==> src/rtl/lct_pkg.sv <==
package lct_pkg;

   // Word indexes of the registers
   localparam logic [7:0] OFF_ENTRY = 8'h32;
   localparam logic [7:0] OFF_START = 8'h38;
   localparam logic [7:0] OFF_LIVE  = 8'h39;
   localparam logic [7:0] OFF_PRESC = 8'h3E;

   // Bits kept by the prescaler setup register
   localparam logic [3:0] PRESC_KEEP = 4'b1011;

   // Entry bit positions
   localparam int ENTRY_MASK_BIT = 16;
   localparam int ENTRY_MODE_BIT = 17;

   // Largest prescale shift the 3-bit code can produce
   localparam int MAX_SHIFT = 7;

   typedef struct packed {
      logic       periodic;
      logic       masked;
      logic [7:0] vector;
   } entry_t;

   // Code {b3,b1,b0} -> shift (code+1) mod 8
   function automatic logic [2:0] presc_shift(input logic [3:0] setup);
      logic [2:0] code;
      code = {setup[3], setup[1:0]};
      return code + 3'd1;
   endfunction

endpackage

==> src/rtl/lct_regs.sv <==
module lct_regs
   import lct_pkg::*;
#(
   parameter int ADDR_W      = 8,
   parameter int DATA_W      = 32,
   parameter int CNT_W       = 32,
   parameter bit PERIODIC_EN = 1'b1
) (
   input  logic              clk,
   input  logic              rst_n,
   input  logic              wr_en,
   input  logic [ADDR_W-1:0] addr,
   input  logic [DATA_W-1:0] wr_data,
   input  logic [CNT_W-1:0]  live_cnt,
   output logic [DATA_W-1:0] rd_data,
   output logic              start_load,
   output logic [CNT_W-1:0]  start_q,
   output logic [3:0]        presc_q,
   output entry_t            entry_q
);

   localparam logic [ADDR_W-1:0] A_ENTRY = ADDR_W'(OFF_ENTRY);
   localparam logic [ADDR_W-1:0] A_START = ADDR_W'(OFF_START);
   localparam logic [ADDR_W-1:0] A_LIVE  = ADDR_W'(OFF_LIVE);
   localparam logic [ADDR_W-1:0] A_PRESC = ADDR_W'(OFF_PRESC);

   logic wr_entry, wr_presc;

   assign start_load = wr_en && (addr == A_START);
   assign wr_entry   = wr_en && (addr == A_ENTRY);
   assign wr_presc   = wr_en && (addr == A_PRESC);

   always_ff @(posedge clk or negedge rst_n) begin
      if (!rst_n) begin
         start_q <= '0;
         presc_q <= '0;
      end else begin
         if (start_load) start_q <= wr_data[CNT_W-1:0];
         if (wr_presc)   presc_q <= wr_data[3:0] & PRESC_KEEP;
      end
   end

   always_ff @(posedge clk or negedge rst_n) begin
      if (!rst_n) begin
         entry_q.masked <= 1'b1;
         entry_q.vector <= '0;
      end else if (wr_entry) begin
         entry_q.masked <= wr_data[ENTRY_MASK_BIT];
         entry_q.vector <= wr_data[7:0];
      end
   end

   generate
      if (PERIODIC_EN) begin : g_mode_reg
         always_ff @(posedge clk or negedge rst_n) begin
            if (!rst_n)        entry_q.periodic <= 1'b0;
            else if (wr_entry) entry_q.periodic <= wr_data[ENTRY_MODE_BIT];
         end
      end else begin : g_mode_tie
         assign entry_q.periodic = 1'b0;
      end
   endgenerate

   always_comb begin
      rd_data = '0;
      case (addr)
         A_ENTRY: begin
            rd_data[7:0]           = entry_q.vector;
            rd_data[ENTRY_MASK_BIT] = entry_q.masked;
            rd_data[ENTRY_MODE_BIT] = entry_q.periodic;
         end
         A_START: rd_data[CNT_W-1:0] = start_q;
         A_LIVE:  rd_data[CNT_W-1:0] = live_cnt;
         A_PRESC: rd_data[3:0]       = presc_q;
         default: rd_data = '0;
      endcase
   end

endmodule

==> src/rtl/lct_prescaler.sv <==
module lct_prescaler
   import lct_pkg::*;
#(
   parameter int PRE_W = MAX_SHIFT
) (
   input  logic       clk,
   input  logic       rst_n,
   input  logic       tick_en,
   input  logic       clear,
   input  logic [2:0] shift,
   output logic       strobe
);

   logic [PRE_W-1:0] pcnt_q;
   logic [PRE_W-1:0] limit;

   // ratio - 1 for ratio = 2^shift
   assign limit  = PRE_W'(({{(PRE_W-1){1'b0}}, 1'b1} << shift) - 1'b1);
   assign strobe = tick_en && (pcnt_q >= limit);

   always_ff @(posedge clk or negedge rst_n) begin
      if (!rst_n)       pcnt_q <= '0;
      else if (clear)   pcnt_q <= '0;
      else if (tick_en) pcnt_q <= strobe ? '0 : pcnt_q + 1'b1;
   end

endmodule

==> src/rtl/lct_counter.sv <==
module lct_counter #(
   parameter int CNT_W       = 32,
   parameter bit PERIODIC_EN = 1'b1
) (
   input  logic             clk,
   input  logic             rst_n,
   input  logic             load,
   input  logic [CNT_W-1:0] load_val,
   input  logic [CNT_W-1:0] reload_val,
   input  logic             strobe,
   input  logic             periodic,
   output logic [CNT_W-1:0] cnt_q,
   output logic             fire
);

   logic run_q;
   logic per_eff;

   generate
      if (PERIODIC_EN) begin : g_per
         assign per_eff = periodic;
      end else begin : g_oneshot
         assign per_eff = 1'b0;
      end
   endgenerate

   assign fire = strobe && run_q && !load && (cnt_q == CNT_W'(1));

   always_ff @(posedge clk or negedge rst_n) begin
      if (!rst_n) begin
         cnt_q <= '0;
         run_q <= 1'b0;
      end else if (load) begin
         cnt_q <= load_val;
         run_q <= |load_val;
      end else if (strobe && run_q) begin
         if (cnt_q != '0)  cnt_q <= cnt_q - 1'b1;
         else if (per_eff) cnt_q <= reload_val;
         else              run_q <= 1'b0;
      end
   end

endmodule

==> src/rtl/lct_timer.sv <==
module lct_timer
   import lct_pkg::*;
#(
   parameter int ADDR_W      = 8,
   parameter int DATA_W      = 32,
   parameter int CNT_W       = 32,
   parameter bit PERIODIC_EN = 1'b1
) (
   input  logic              clk,
   input  logic              rst_n,
   input  logic              tick_en,
   input  logic              wr_en,
   input  logic [ADDR_W-1:0] addr,
   input  logic [DATA_W-1:0] wr_data,
   output logic [DATA_W-1:0] rd_data,
   output logic              irq_valid,
   output logic [7:0]        irq_vector
);

   localparam int PRE_W = MAX_SHIFT;

   generate
      if (ADDR_W < 8) begin : g_bad_addr
         $error("lct_timer: ADDR_W must be at least 8");
      end
      if (DATA_W < ENTRY_MODE_BIT + 1) begin : g_bad_data
         $error("lct_timer: DATA_W too small for the entry fields");
      end
      if (CNT_W < 2 || CNT_W > DATA_W) begin : g_bad_cnt
         $error("lct_timer: CNT_W must lie in 2..DATA_W");
      end
   endgenerate

   logic             start_load;
   logic [CNT_W-1:0] start_q;
   logic [CNT_W-1:0] cnt_q;
   logic [3:0]       presc_q;
   entry_t           entry_q;
   logic             strobe;
   logic             fire;

   lct_regs #(
      .ADDR_W(ADDR_W), .DATA_W(DATA_W), .CNT_W(CNT_W), .PERIODIC_EN(PERIODIC_EN)
   ) regs_i (
      .clk(clk), .rst_n(rst_n), .wr_en(wr_en), .addr(addr), .wr_data(wr_data),
      .live_cnt(cnt_q), .rd_data(rd_data), .start_load(start_load),
      .start_q(start_q), .presc_q(presc_q), .entry_q(entry_q)
   );

   lct_prescaler #(.PRE_W(PRE_W)) presc_i (
      .clk(clk), .rst_n(rst_n), .tick_en(tick_en), .clear(start_load),
      .shift(presc_shift(presc_q)), .strobe(strobe)
   );

   lct_counter #(.CNT_W(CNT_W), .PERIODIC_EN(PERIODIC_EN)) cnt_i (
      .clk(clk), .rst_n(rst_n), .load(start_load),
      .load_val(wr_data[CNT_W-1:0]), .reload_val(start_q),
      .strobe(strobe), .periodic(entry_q.periodic),
      .cnt_q(cnt_q), .fire(fire)
   );

   always_ff @(posedge clk or negedge rst_n) begin
      if (!rst_n) begin
         irq_valid  <= 1'b0;
         irq_vector <= '0;
      end else begin
         irq_valid  <= fire && !entry_q.masked;
         irq_vector <= (fire && !entry_q.masked) ? entry_q.vector : 8'h00;
      end
   end

endmodule

==> config.mk <==
export PLATFORM = sky130hd
export DESIGN_NAME = lct_timer
export DESIGN_NICKNAME = d
export VERILOG_FILES = /design/src/rtl/lct_pkg.sv /design/src/rtl/lct_regs.sv /design/src/rtl/lct_prescaler.sv /design/src/rtl/lct_counter.sv /design/src/rtl/lct_timer.sv
export SDC_FILE = /design/constraint.sdc
export NUM_CORES = 1
export LEC_CHECK = 0
export BUFFER_PORTS_ARGS = -buffer_cell sky130_fd_sc_hd__clkbuf_2
export CAP_MARGIN = 20
export CORE_MARGIN = 4
export CORE_UTILIZATION = 40
export CTS_BUF_LIST = sky130_fd_sc_hd__clkbuf_8
export CTS_CLUSTER_SIZE = 10
export DETAILED_ROUTE_END_ITERATION = 7
export SYNTH_ARGS = -nofsm -noshare
export SYNTH_HDL_FRONTEND = slang
export SYNTH_HIERARCHICAL = 1
export SYNTH_SLANG_ARGS = --single-unit
==> constraint.sdc <==
create_clock -name clk -period 9.1 [get_ports clk]
set_input_delay 0.455 -clock clk [delete_from_list [all_inputs] [get_ports clk]]
set_output_delay 0.455 -clock clk [all_outputs]
set_load 0.02 [all_outputs]
### Word-level counts from Yosys, hierarchy flattened

Cells that the tools add are included.

| storage, ports and cells | value |
|---|---|
| bits in registers | 94 |
| output and inout bits | 41 |
| logic and storage cells | 57 |

| cells by class | value |
|---|---|
| reductions and logical operators | 17 |
| shifts and indexed selects | 1 |
| equal/unequal tests | 7 |
| mux-type cells | 17 |
| magnitude comparators | 1 |
| add/sub/neg operators | 4 |

Operators by type and width:

| kind | count |
|---|---|
| 2-to-1 mux 32 bit | 4 |
| == test 32 x 1 -> 1 bit, second input constant | 1 |
| == test 8 x 6 -> 1 bit, second input constant | 4 |
| nonzero test 32 bit | 1 |
| OR reduction 32 bit | 1 |
| subtractor 32 x 1 -> 32 bit, second input constant | 1 |
| case mux 14 bit (2 select lines) | 1 |
| 2-to-1 mux 7 bit | 3 |
| case mux 4 bit (4 select lines) | 1 |
| case mux 8 bit (2 select lines) | 1 |
| case mux 4 bit (3 select lines) | 1 |
| logical AND 1 bit | 8 |
| 2-to-1 mux 8 bit | 1 |
| adder 7 x 1 -> 7 bit, second input constant | 1 |
| greater-or-equal comparator 7 bit | 1 |
| << shifter 1 x 3 -> 7 bit, first input constant | 1 |
| subtractor 7 x 1 -> 7 bit, second input constant | 1 |
| case mux 2 bit (3 select lines) | 1 |
| 2-to-1 mux 1 bit | 4 |
| inequality test 2 x 1 -> 1 bit, second input constant | 2 |
| nonzero test 2 bit | 2 |
| adder 3 x 1 -> 3 bit, second input constant | 1 |
| AND reduction 3 bit | 1 |
| nonzero test 3 bit | 1 |
| 2 further kinds | 3 |

### Depth between registers and ports, before layout

Gate-level depths: netlist of run 1.

| logic depth | value |
|---|---|
| word-level depth | 10 |
| gate-level depth with buffers | 13 |

### By module

The synthesis of run 1 kept the hierarchy.

Modules (own cells, without submodules):

| module | times used | cells an instance | area each (µm²) |
|---|---|---|---|
| lct_counter | 1 | 339 | 2617.5 |
| lct_regs | 1 | 178 | 2407.3 |
| lct_prescaler | 1 | 64 | 599.3 |
| lct_timer | 1 | 21 | 326.6 |

### Least setup slack after synthesis of run 1

Ideal clock, no wire load.

| timing | value |
|---|---|
| kind | reg2reg |
| start | register regs_i.presc_q[0] |
| end | register irq_vector[3] |
| cell stages (with the launch flop) | 13 |
| buffers on the path | 1 |
| arrival time | 2.899 ns |
| setup slack | 6.081 ns |
| data required time | 8.980 ns |
| path through | dfrtp_1 > ha_1 > xor2_1 > or3_1 > ha_1 > nand2b_4 > a2111oi_4 > o21ai_2 > nand2_1 > nor2_1 > clkbuf_1 > and4_1 > and3b_1 |

| on the way | value |
|---|---|
| cells in the longest elaborated chain, start to end | 10 |

Ends and longest elaborated chain:

| item | line | source |
|---|---|---|
| start: declaration | lct_regs.sv:18 | `output logic [3:0] presc_q,` |
| start signal: assignment | lct_regs.sv:39 | `if (wr_presc) presc_q <= wr_data[3:0] & PRESC_KEEP;` |
| adder 3 x 1 -> 3 bit | lct_pkg.sv:29 | `return code + 3'd1;` |
| << shifter 1 x 3 -> 7 bit | lct_prescaler.sv:18 | `assign limit = PRE_W'(({{(PRE_W-1){1'b0}}, 1'b1} << shift) - 1'b1);` |
| subtractor 7 x 1 -> 7 bit | lct_prescaler.sv:18 |  |
| greater-or-equal comparator 7 bit | lct_prescaler.sv:19 | `assign strobe = tick_en && (pcnt_q >= limit);` |
| logical AND 1 bit | lct_prescaler.sv:19 |  |
| named net strobe | lct_timer.sv:39 | `logic strobe;` |
| logical AND 1 bit (3 in series) | lct_counter.sv:27 | `assign fire = strobe && run_q && !load && (cnt_q == CNT_W'(1));` |
| named net fire | lct_timer.sv:40 | `logic fire;` |
| logical AND 1 bit | lct_timer.sv:68 | `irq_vector <= (fire && !entry_q.masked) ? entry_q.vector : 8'h00;` |
| 2-to-1 mux 8 bit | lct_timer.sv:68 |  |
| end signal: assignment | lct_timer.sv:68 |  |
| end: declaration | lct_timer.sv:17 | `output logic [7:0] irq_vector` |

The timed path passes the listed nets, and every way through them passes these cells.
A chain may end at the register's enable or synchronous reset.

### Worst setup path in the final report of run 1

| timing | value |
|---|---|
| start | register cnt_i.cnt_q[6] |
| end | register cnt_i.cnt_q[16] |

| on the way | value |
|---|---|
| cells in the longest elaborated chain, start to end | 4 |
| elaborated cells between the ends (all ways) | 7 |
| classes of those cells | add/sub (1); mux (3); reduce/logical (3) |

Ends and longest elaborated chain:

| item | line | source |
|---|---|---|
| start: declaration | lct_counter.sv:12 | `output logic [CNT_W-1:0] cnt_q,` |
| start signal: assignment | lct_counter.sv:34 | `cnt_q <= load_val;` |
| start signal: assignment | lct_counter.sv:37 | `if (cnt_q != '0) cnt_q <= cnt_q - 1'b1;` |
| start signal: assignment | lct_counter.sv:38 | `else if (per_eff) cnt_q <= reload_val;` |
| subtractor 32 x 1 -> 32 bit or nonzero test 32 bit (tied branches) | lct_counter.sv:37 |  |
| 2-to-1 mux 32 bit | lct_counter.sv:37 |  |
| 2-to-1 mux 32 bit | lct_counter.sv:36 | `end else if (strobe && run_q) begin` |
| 2-to-1 mux 32 bit | lct_counter.sv:33 | `end else if (load) begin` |

Parallel ways exist; a longest one is shown, timed or not. The select of a mux whose other input is x is not followed.

==> results of run 1 <==
[state kept, by name (all words and copies together), names as in the netlist]
signal	cells
irq_valid	1
regs_i/entry_q	10
irq_vector	8
regs_i/start_q	32
cnt_i/run_q	1
presc_i/pcnt_q	7
regs_i/presc_q	3
cnt_i/cnt_q	32
[per-stage QoR]
step,hold WS [ps],instances
global route,339.2,853
global placement,397.3,835
finish,325.2,853
floorplan,159.4,600
detailed placement,400.0,836
CTS,313.0,853
[final cells by class]
class,count,area share (%)
Sequential cell,94,35.17
Inverter,25,1.402
Timing Repair Buffer,92,7.311
Multi-Input combinational cell,442,49.57
Clock buffer,9,1.851
Clock inverter,7,1.253
Tap cell,184,3.441
[timing repair]
| action | CTS | global route |
|---|---|---|
| hold endpoints to repair | 28 | 0 |
| gates resized for setup | 0 | 0 |
| hold buffers | 1 | 0 |
[report_power, final]
| part | internal (W) | switching, W | total, W |
|---|---|---|---|
| logic | 0.000152 | 0.000188 | 0.000340 |
| clock network | 0.000131 | 0.000168 | 0.000298 |
| registers | 0.000483 | 0.000114 | 0.000597 |
| total | 0.000766 | 0.000469 | 0.00124 |
[final timing paths]
kind / startpoint / end / slack [ps] / cells past startpoint
hold reg to reg: regs_i/entry_q[4] / regs_i/entry_q[4] / 540 / 1
hold / removal: wr_data[11] / cnt_i/cnt_q[11] / 330 / 3
max in group asynchronous: rst_n / cnt_i/cnt_q[20] / 7380 / 3
setup reg to reg: cnt_i/cnt_q[6] / cnt_i/cnt_q[16] / 4930 / 6
min in group asynchronous: rst_n / presc_i/pcnt_q[3] / 520 / 2
setup / recovery: cnt_i/cnt_q[6] / cnt_i/cnt_q[16] / 4930 / 6
[metal layers]
metal  wire length, um  share of wire [%]  global-route usage, %
met5                 0                  0                      0
met4               296                1.7                  7.029
met3              1079                6.0                  3.316
met2              8022                 45                  32.51
met1              8477                 47                  31.69
[worst max-delay path: stages (launching register included)]
cell and delay, ps:
sky130_fd_sc_hd__dfrtp_1 460, sky130_fd_sc_hd__or4_1 730, sky130_fd_sc_hd__nor4_1 560, sky130_fd_sc_hd__nand4_1 760, sky130_fd_sc_hd__o21ai_1 1190, sky130_fd_sc_hd__o41ai_1 150
sky130_fd_sc_hd__o22a_1 200
==> load_flow_metrics.sql, run 1 <==
INSERT INTO impl_metrics (metric_group, metric, value, unit) VALUES
('outcome', 'run_status', 'finished clean', ''),
('cells_and_area', 'register_area', '0.002354', 'sq mm'),
('sta', 'final_critical_path_setup_slack', '4930', 'ps'),
('placement', 'globalplace.congestion', '0.9267', ''),
('sta', 'timing.final.setup_violations', '0', ''),
('worst_setup_path', 'worst-endpoint-required', '9390', 'ps'),
('cts', 'worst_setup_hold_path_clk_slew', '110', 'ps'),
('drt', 'drt_iter0_markers', '429', ''),
('sta', 'worst_max_slew_pin_slew', '1161', 'ps'),
('cts', 'worstSkewPairLatency', '400', 'ps'),
('sta', 'slew_violations', '0', ''),
('grt', 'track_usage', '21.52', '%'),
('cts', 'cts_tree', 'yes', ''),
('drt', 'post-route-drc-count', '0', ''),
('cells_and_area', 'area_of_combinational_cells_with_multiple_inputs', '0.003317', 'sq mm'),
('grt', 'first_pass_grt_wire_length', '28250', 'um'),
('drt', 'detail_route.first_pass.iterations', '5', ''),
('grt', 'largest_net_degree_at_the_start_of_global_routing', '67', ''),
('sta', 'period_minus_slack', '4170', 'ps'),
('drt', 'routed_wirelength', '17880', 'um'),
('cells_and_area', 'num-fill-cells', '1407', ''),
('power', 'ir_drop', '0.09864', 'mV'),
('logic_synthesis', 'post_synthesis_cell_area', '0.005939', 'sq mm'),
('cts', 'cts_setup_buffers', '0', ''),
('placement', 'place_hpwl', '12550', 'um'),
('logic_synthesis', 'synth_nets', '655', ''),
('worst_setup_path', 'worst_ep_arrival_time', '4460', 'ps'),
('worst_setup_path', 'crit_path_max_fanout', '14', ''),
('worst_setup_path', 'critPathKind', 'reg2reg', ''),
('sta', 'worst_max_slew_margin_expressed_relative_to_the_limit', '22.11', '%'),
('drt', 'drt.antenna.violating_nets', '0', ''),
('cells_and_area', 'design.final.nets', '719', ''),
('floorplanning', 'design.die.area', '0.01686', 'sq mm'),
('floorplanning', 'initial_utilization', '40.87', '%'),
('grt', 'number_of_antenna_violations_at_the_first_check_in_global_routing', '0', ''),
('cts', 'cts.sink_count', '94', ''),
('logic_synthesis', 'syn_area_per_cell', '9.899', 'sq um'),
('drt', 'routed-via-count', '5285', ''),
('grt', 'grt_pass1_vias', '5114', ''),
('floorplanning', 'die-width', '129.9', 'um'),
('floorplanning', 'boundaryPins', '85', ''),
('cells_and_area', 'final_design_area_no_fill', '0.006691', 'sq mm'),
('placement', 'portBuffers', '84', ''),
('power', 'p_leak', '3.041', 'nW'),
('cells_and_area', 'most_used_cells_in_the_layout_excluding_fill_and_tap_cells', 'sky130_fd_sc_hd__dfrtp_1 (93), sky130_fd_sc_hd__clkbuf_2 (83), sky130_fd_sc_hd__nor2_1 (39), sky130_fd_sc_hd__nand2_1 (38), sky130_fd_sc_hd__nor3_1 (35)', ''),
('sta', 'clock_skew', '17.56', 'ps'),
('cts', 'h_tree_levels', '3', ''),
('floorplanning', 'placementRows', '44', ''),
('placement', 'place_ws', '4804', 'ps'),
('floorplanning', 'placeableCoreArea', '0.01453', 'sq mm'),
('floorplanning', 'die_y', '129.9', 'um'),
('sta', 'totalNegativeSetupSlack', '0', 'ps'),
('sta', 'setup_repair_after_global_routing_missed_its_margin', 'no', ''),
('cts', 'clock_path_buffers', '2', ''),
('drt', 'routed_wire_length_per_instance', '20.96', 'um'),
('grt', 'global_route.overflow_total', '0', ''),
('cells_and_area', 'syn_to_final_growth', '12.66', '%'),
('hold_path', 'hold_class', 'in2reg', ''),
('cells_and_area', 'finish.utilization', '46.04', '%'),
('cts', 'cts-buffers-inserted', '9', ''),
('drt', 'post_drt_via_cell_ratio', '6.196', ''),
('sta', 'number_of_failing_hold_endpoints_at_the_final_stage', '0', ''),
('logic_synthesis', 'post_synth_inst_count', '600', ''),
('placement', 'placed_cell_area', '0.006474', 'sq mm'),
('cells_and_area', 'layout_commonest_cell', 'sky130_fd_sc_hd__dfrtp_1', ''),
('power', 'post-layout-total-power', '0.001235', 'W'),
('worst_setup_path', 'nature_of_the_critical_path_endpoint', 'flip-flop', ''),
('cts', 'cts.root.buffer_cell', 'sky130_fd_sc_hd__clkbuf_8', ''),
('worst_setup_path', 'critPathLaunchType', 'flip-flop', ''),
('cells_and_area', 'insertedDiodeCount', '0', ''),
('sta', 'timing.fmax', '239.8', 'MHz'),
('cells_and_area', 'drive_above_1_share', '25.71', '%'),
('job', 'timing.max_cap.violations', '0', ''),
('logic_synthesis', 'synthesis.yosys.warnings', '6', ''),
('sta', 'layout_worst_path_cycle_share', '45.83', '%'),
('power', 'cellPowerDensity', '184.6', 'mW/mm^2');
Power figures use the tool's default switching activity.
==> run 2, diff against run 1 <==
==> constraint.sdc (replaced) <==
create_clock -name clk -period 3.8 [get_ports clk]
set_input_delay 0.19 -clock clk [delete_from_list [all_inputs] [get_ports clk]]
set_output_delay 0.19 -clock clk [all_outputs]
set_load 0.02 [all_outputs]
==> run 2 against run 1 <==
Effect of this change: cell area up 1.6%; global-route usage up 1.1 points; highest routed layer unchanged; critical endpoint is now cnt_i/cnt_q[0]; sequential share of layout area down 0.54 points; combinational power grew 140%; register-to-register slack worse by 4600 ps.
==> load_flow_metrics.sql, run 2 (synthesis results as in run 1) <==
INSERT INTO impl_metrics (metric_group, metric, value, unit) VALUES
('worst_setup_path', 'nature_of_the_critical_path_endpoint', 'flip-flop', ''),
('cells_and_area', 'layout_commonest_cell', 'sky130_fd_sc_hd__dfrtp_1', ''),
('drt', 'routed-via-count', '5347', ''),
('power', 'cellPowerDensity', '428.1', 'mW/mm^2'),
('cts', 'h_tree_levels', '3', ''),
('worst_setup_path', 'r2r.worst_path.cells', '13', ''),
('power', 'comb_power_share', '28.6', '%'),
('worst_setup_path', 'critPathLaunchType', 'flip-flop', ''),
('cts', 'post_cts.resized_instances', '0', ''),
('cells_and_area', 'register_area', '0.002354', 'sq mm'),
('floorplanning', 'placeableCoreArea', '0.01453', 'sq mm'),
('drt', 'routed_wire_length_per_instance', '21.48', 'um'),
('worst_setup_path', 'worst-endpoint-required', '4050', 'ps'),
('placement', 'portBuffers', '84', ''),
('drt', 'routed-wl-met2', '8458', 'um'),
('sta', 'setup_repair_after_global_routing_missed_its_margin', 'no', ''),
('grt', 'global_route.overflow_total', '0', ''),
('placement', 'place_hpwl', '13200', 'um'),
('cells_and_area', 'area_of_combinational_cells_with_multiple_inputs', '0.003317', 'sq mm'),
('sta', 'timing.final.setup_violations', '0', ''),
('cts', 'cts.sink_count', '94', ''),
('sta', 'slew_violations', '0', ''),
('sta', 'worst_max_slew_margin_expressed_relative_to_the_limit', '36.04', '%'),
('cells_and_area', 'num-fill-cells', '1392', ''),
('worst_setup_path', 'worst_ep_arrival_time', '3720', 'ps'),
('drt', 'met1_length', '8542', 'um'),
('cts', 'worst_setup_hold_path_clk_slew', '90', 'ps'),
('worst_setup_path', 'timing.rr.end', 'cnt_i/cnt_q[0]', ''),
('drt', 'post-route-drc-count', '0', ''),
('outcome', 'run_status', 'finished clean', ''),
('drt', 'routed_wirelength', '18620', 'um'),
('sta', 'worst_max_slew_pin_slew', '950.7', 'ps'),
('floorplanning', 'boundaryPins', '85', ''),
('grt', 'number_of_antenna_violations_at_the_first_check_in_global_routing', '0', ''),
('power', 'netSwitchingPower', '0.001105', 'W'),
('drt', 'maxUsedRoutingLayer', 'met4', ''),
('sta', 'totalNegativeSetupSlack', '0', 'ps'),
('placement', 'globalplace.congestion', '0.9048', ''),
('floorplanning', 'initial_utilization', '40.87', '%'),
('power', 'p_leak', '3.103', 'nW'),
('drt', 'detail_route.first_pass.iterations', '4', ''),
('grt', 'largest_net_degree_at_the_start_of_global_routing', '77', ''),
('floorplanning', 'die-width', '129.9', 'um'),
('floorplanning', 'placementRows', '44', ''),
('sta', 'timing.fmax', '287.8', 'MHz'),
('worst_setup_path', 'timing.critical_path.from', 'regs_i/presc_q[0]', ''),
('hold_path', 'worstHoldPathCells', '3', ''),
('sta', 'clock_skew', '11.23', 'ps'),
('worst_setup_path', 'critical_path.reg2reg.startpoint', 'regs_i/presc_q[0]', ''),
('drt', 'post_drt_via_cell_ratio', '6.167', ''),
('power', 'post-layout-total-power', '0.002909', 'W'),
('power', 'power.share.switching', '37.97', '%'),
('power', 'power.clock.fraction', '22.1', '%'),
('sta', 'period_minus_slack', '3475', 'ps'),
('cells_and_area', 'top_regs', 'cnt_i/cnt_q x32, regs_i/start_q x32, regs_i/entry_q x10', ''),
('drt', 'drt.antenna.violating_nets', '0', ''),
('drt', 'dr_wl_met3', '1188', 'um'),
('sta', 'number_of_failing_hold_endpoints_at_the_final_stage', '0', ''),
('grt', 'grt_pass1_vias', '5362', ''),
('worst_setup_path', 'critPathKind', 'reg2reg', ''),
('grt', 'first_pass_grt_wire_length', '29810', 'um'),
('floorplanning', 'design.die.area', '0.01686', 'sq mm'),
('floorplanning', 'die_y', '129.9', 'um'),
('hold_path', 'hold_class', 'in2reg', ''),
('cells_and_area', 'finish.utilization', '46.75', '%'),
('worst_setup_path', 'crit_path_max_fanout', '9', ''),
('job', 'timing.max_cap.violations', '0', ''),
('cells_and_area', 'drive_above_1_share', '27.23', '%'),
('worst_setup_path', 'setup.reg_to_reg.worst_slack', '330', 'ps'),
('sta', 'hold_slack_final', '61.46', 'ps'),
('power', 'ir_drop', '0.2758', 'mV'),
('cts', 'cts-buffers-inserted', '9', ''),
('cts', 'cts.root.buffer_cell', 'sky130_fd_sc_hd__clkbuf_8', ''),
('sta', 'layout_worst_path_cycle_share', '91.44', '%'),
('cells_and_area', 'most_used_cells_in_the_layout_excluding_fill_and_tap_cells', 'sky130_fd_sc_hd__dfrtp_1 (93), sky130_fd_sc_hd__clkbuf_2 (83), sky130_fd_sc_hd__nor2_1 (39), sky130_fd_sc_hd__nand2_1 (38), sky130_fd_sc_hd__nor3_1 (35)', ''),
('cells_and_area', 'insertedDiodeCount', '0', ''),
('cts', 'cts_tree', 'yes', ''),
('cells_and_area', 'design.final.nets', '734', ''),
('power', 'power.share.sequential', '49.2', '%'),
('cts', 'worstSkewPairLatency', '380', 'ps'),
('power', 'cellInternalPower', '0.001804', 'W'),
('hold_path', 'hold_path.startpoint', 'wr_data[9]', ''),
('drt', 'drt_iter0_markers', '441', ''),
('grt', 'track_usage', '22.66', '%'),
('cts', 'clock_path_buffers', '2', ''),
('hold_path', 'hold_path_end', 'cnt_i/cnt_q[9]', ''),
('cells_and_area', 'syn_to_final_growth', '14.41', '%');
run 2: changes by cell type in the layout (fill, tap and decap cells not counted), sizes merged:
cell      change
buf          +15
clkinv        -4
bufinv        -1
clkbuf        +2
clkinvlp      +2
run 2: how the worst max path moves through the flow:
stage                                  to  slack [ps]  cells after the start
after detailed placement  cnt_i/cnt_q[26]         300                     13
after CTS                 cnt_i/cnt_q[26]         280                     13
after global placement    cnt_i/cnt_q[26]         470                     13
after floorplan             irq_vector[3]         780                     12
after global routing      cnt_i/cnt_q[27]           7                     13
final                      cnt_i/cnt_q[0]         330                     13
run 2: through the flow:
step / std cells / setup WS [ps] / cell area (sq um)
after floorplan: 600 / 781.0 / 5939
after global routing: 867 / 6.743 / 6795
after detailed placement: 848 / 299.3 / 6560
final: 867 / 325.3 / 6795
after CTS: 863 / 278.3 / 6743
after global placement: 848 / 465.8 / 6560
run 2: layout make-up:
type                    instances  share of cell area, %
well taps                     184                  3.388
repair buffers                107                  9.096
flip-flops and latches         94                  34.63
clock inverters                 4                 0.4603
multi-input cells             442                  48.81
clock buffers                  11                  2.228
inverters                      25                  1.381
run 2: timing repair:
action,4_1_cts,5_1_grt
endpoints found under the setup margin,0,1
hold buffers,0,1
setup buffers,0,2
endpoints found under the hold margin,0,14
run 2: power groups by stage:
stage / sequential, W / combinational (W) / clock [W]
4_1_cts: 0.00142 / 0.000823 / 0.000668
2_1_floorplan: 0.00134 / 0.000624 / 0
3_5_place_dp: 0.00144 / 0.000820 / 0
3_3_place_gp: 0.00144 / 0.000797 / 0
6_report: 0.00143 / 0.000833 / 0.000644
5_1_grt: 0.00146 / 0.000926 / 0.000704
run 2: critical path, stage by stage (launching register included):
cell and delay, ps:
sky130_fd_sc_hd__dfrtp_1 410, sky130_fd_sc_hd__ha_1 210, sky130_fd_sc_hd__xor2_1 370, sky130_fd_sc_hd__nand3_1 150
sky130_fd_sc_hd__ha_1 340, sky130_fd_sc_hd__and4_1 200, sky130_fd_sc_hd__o21ai_0 150, sky130_fd_sc_hd__o21ai_2 370
sky130_fd_sc_hd__nand2_1 150, sky130_fd_sc_hd__nor2_1 390, sky130_fd_sc_hd__buf_4 230, sky130_fd_sc_hd__nand3_1 70
sky130_fd_sc_hd__a32oi_1 200, sky130_fd_sc_hd__o21ai_0 90
run 2: per-layer routing:
| layer | vias to the layer above | GRT usage [%] |
|---|---|---|
| met1 | 2666 | 32.13 |
| met2 | 198 | 34.85 |
| met4 | 0 | 7.457 |
| met3 | 36 | 4.585 |
| met5 | - | 0 |
| li1 | 2447 | - |
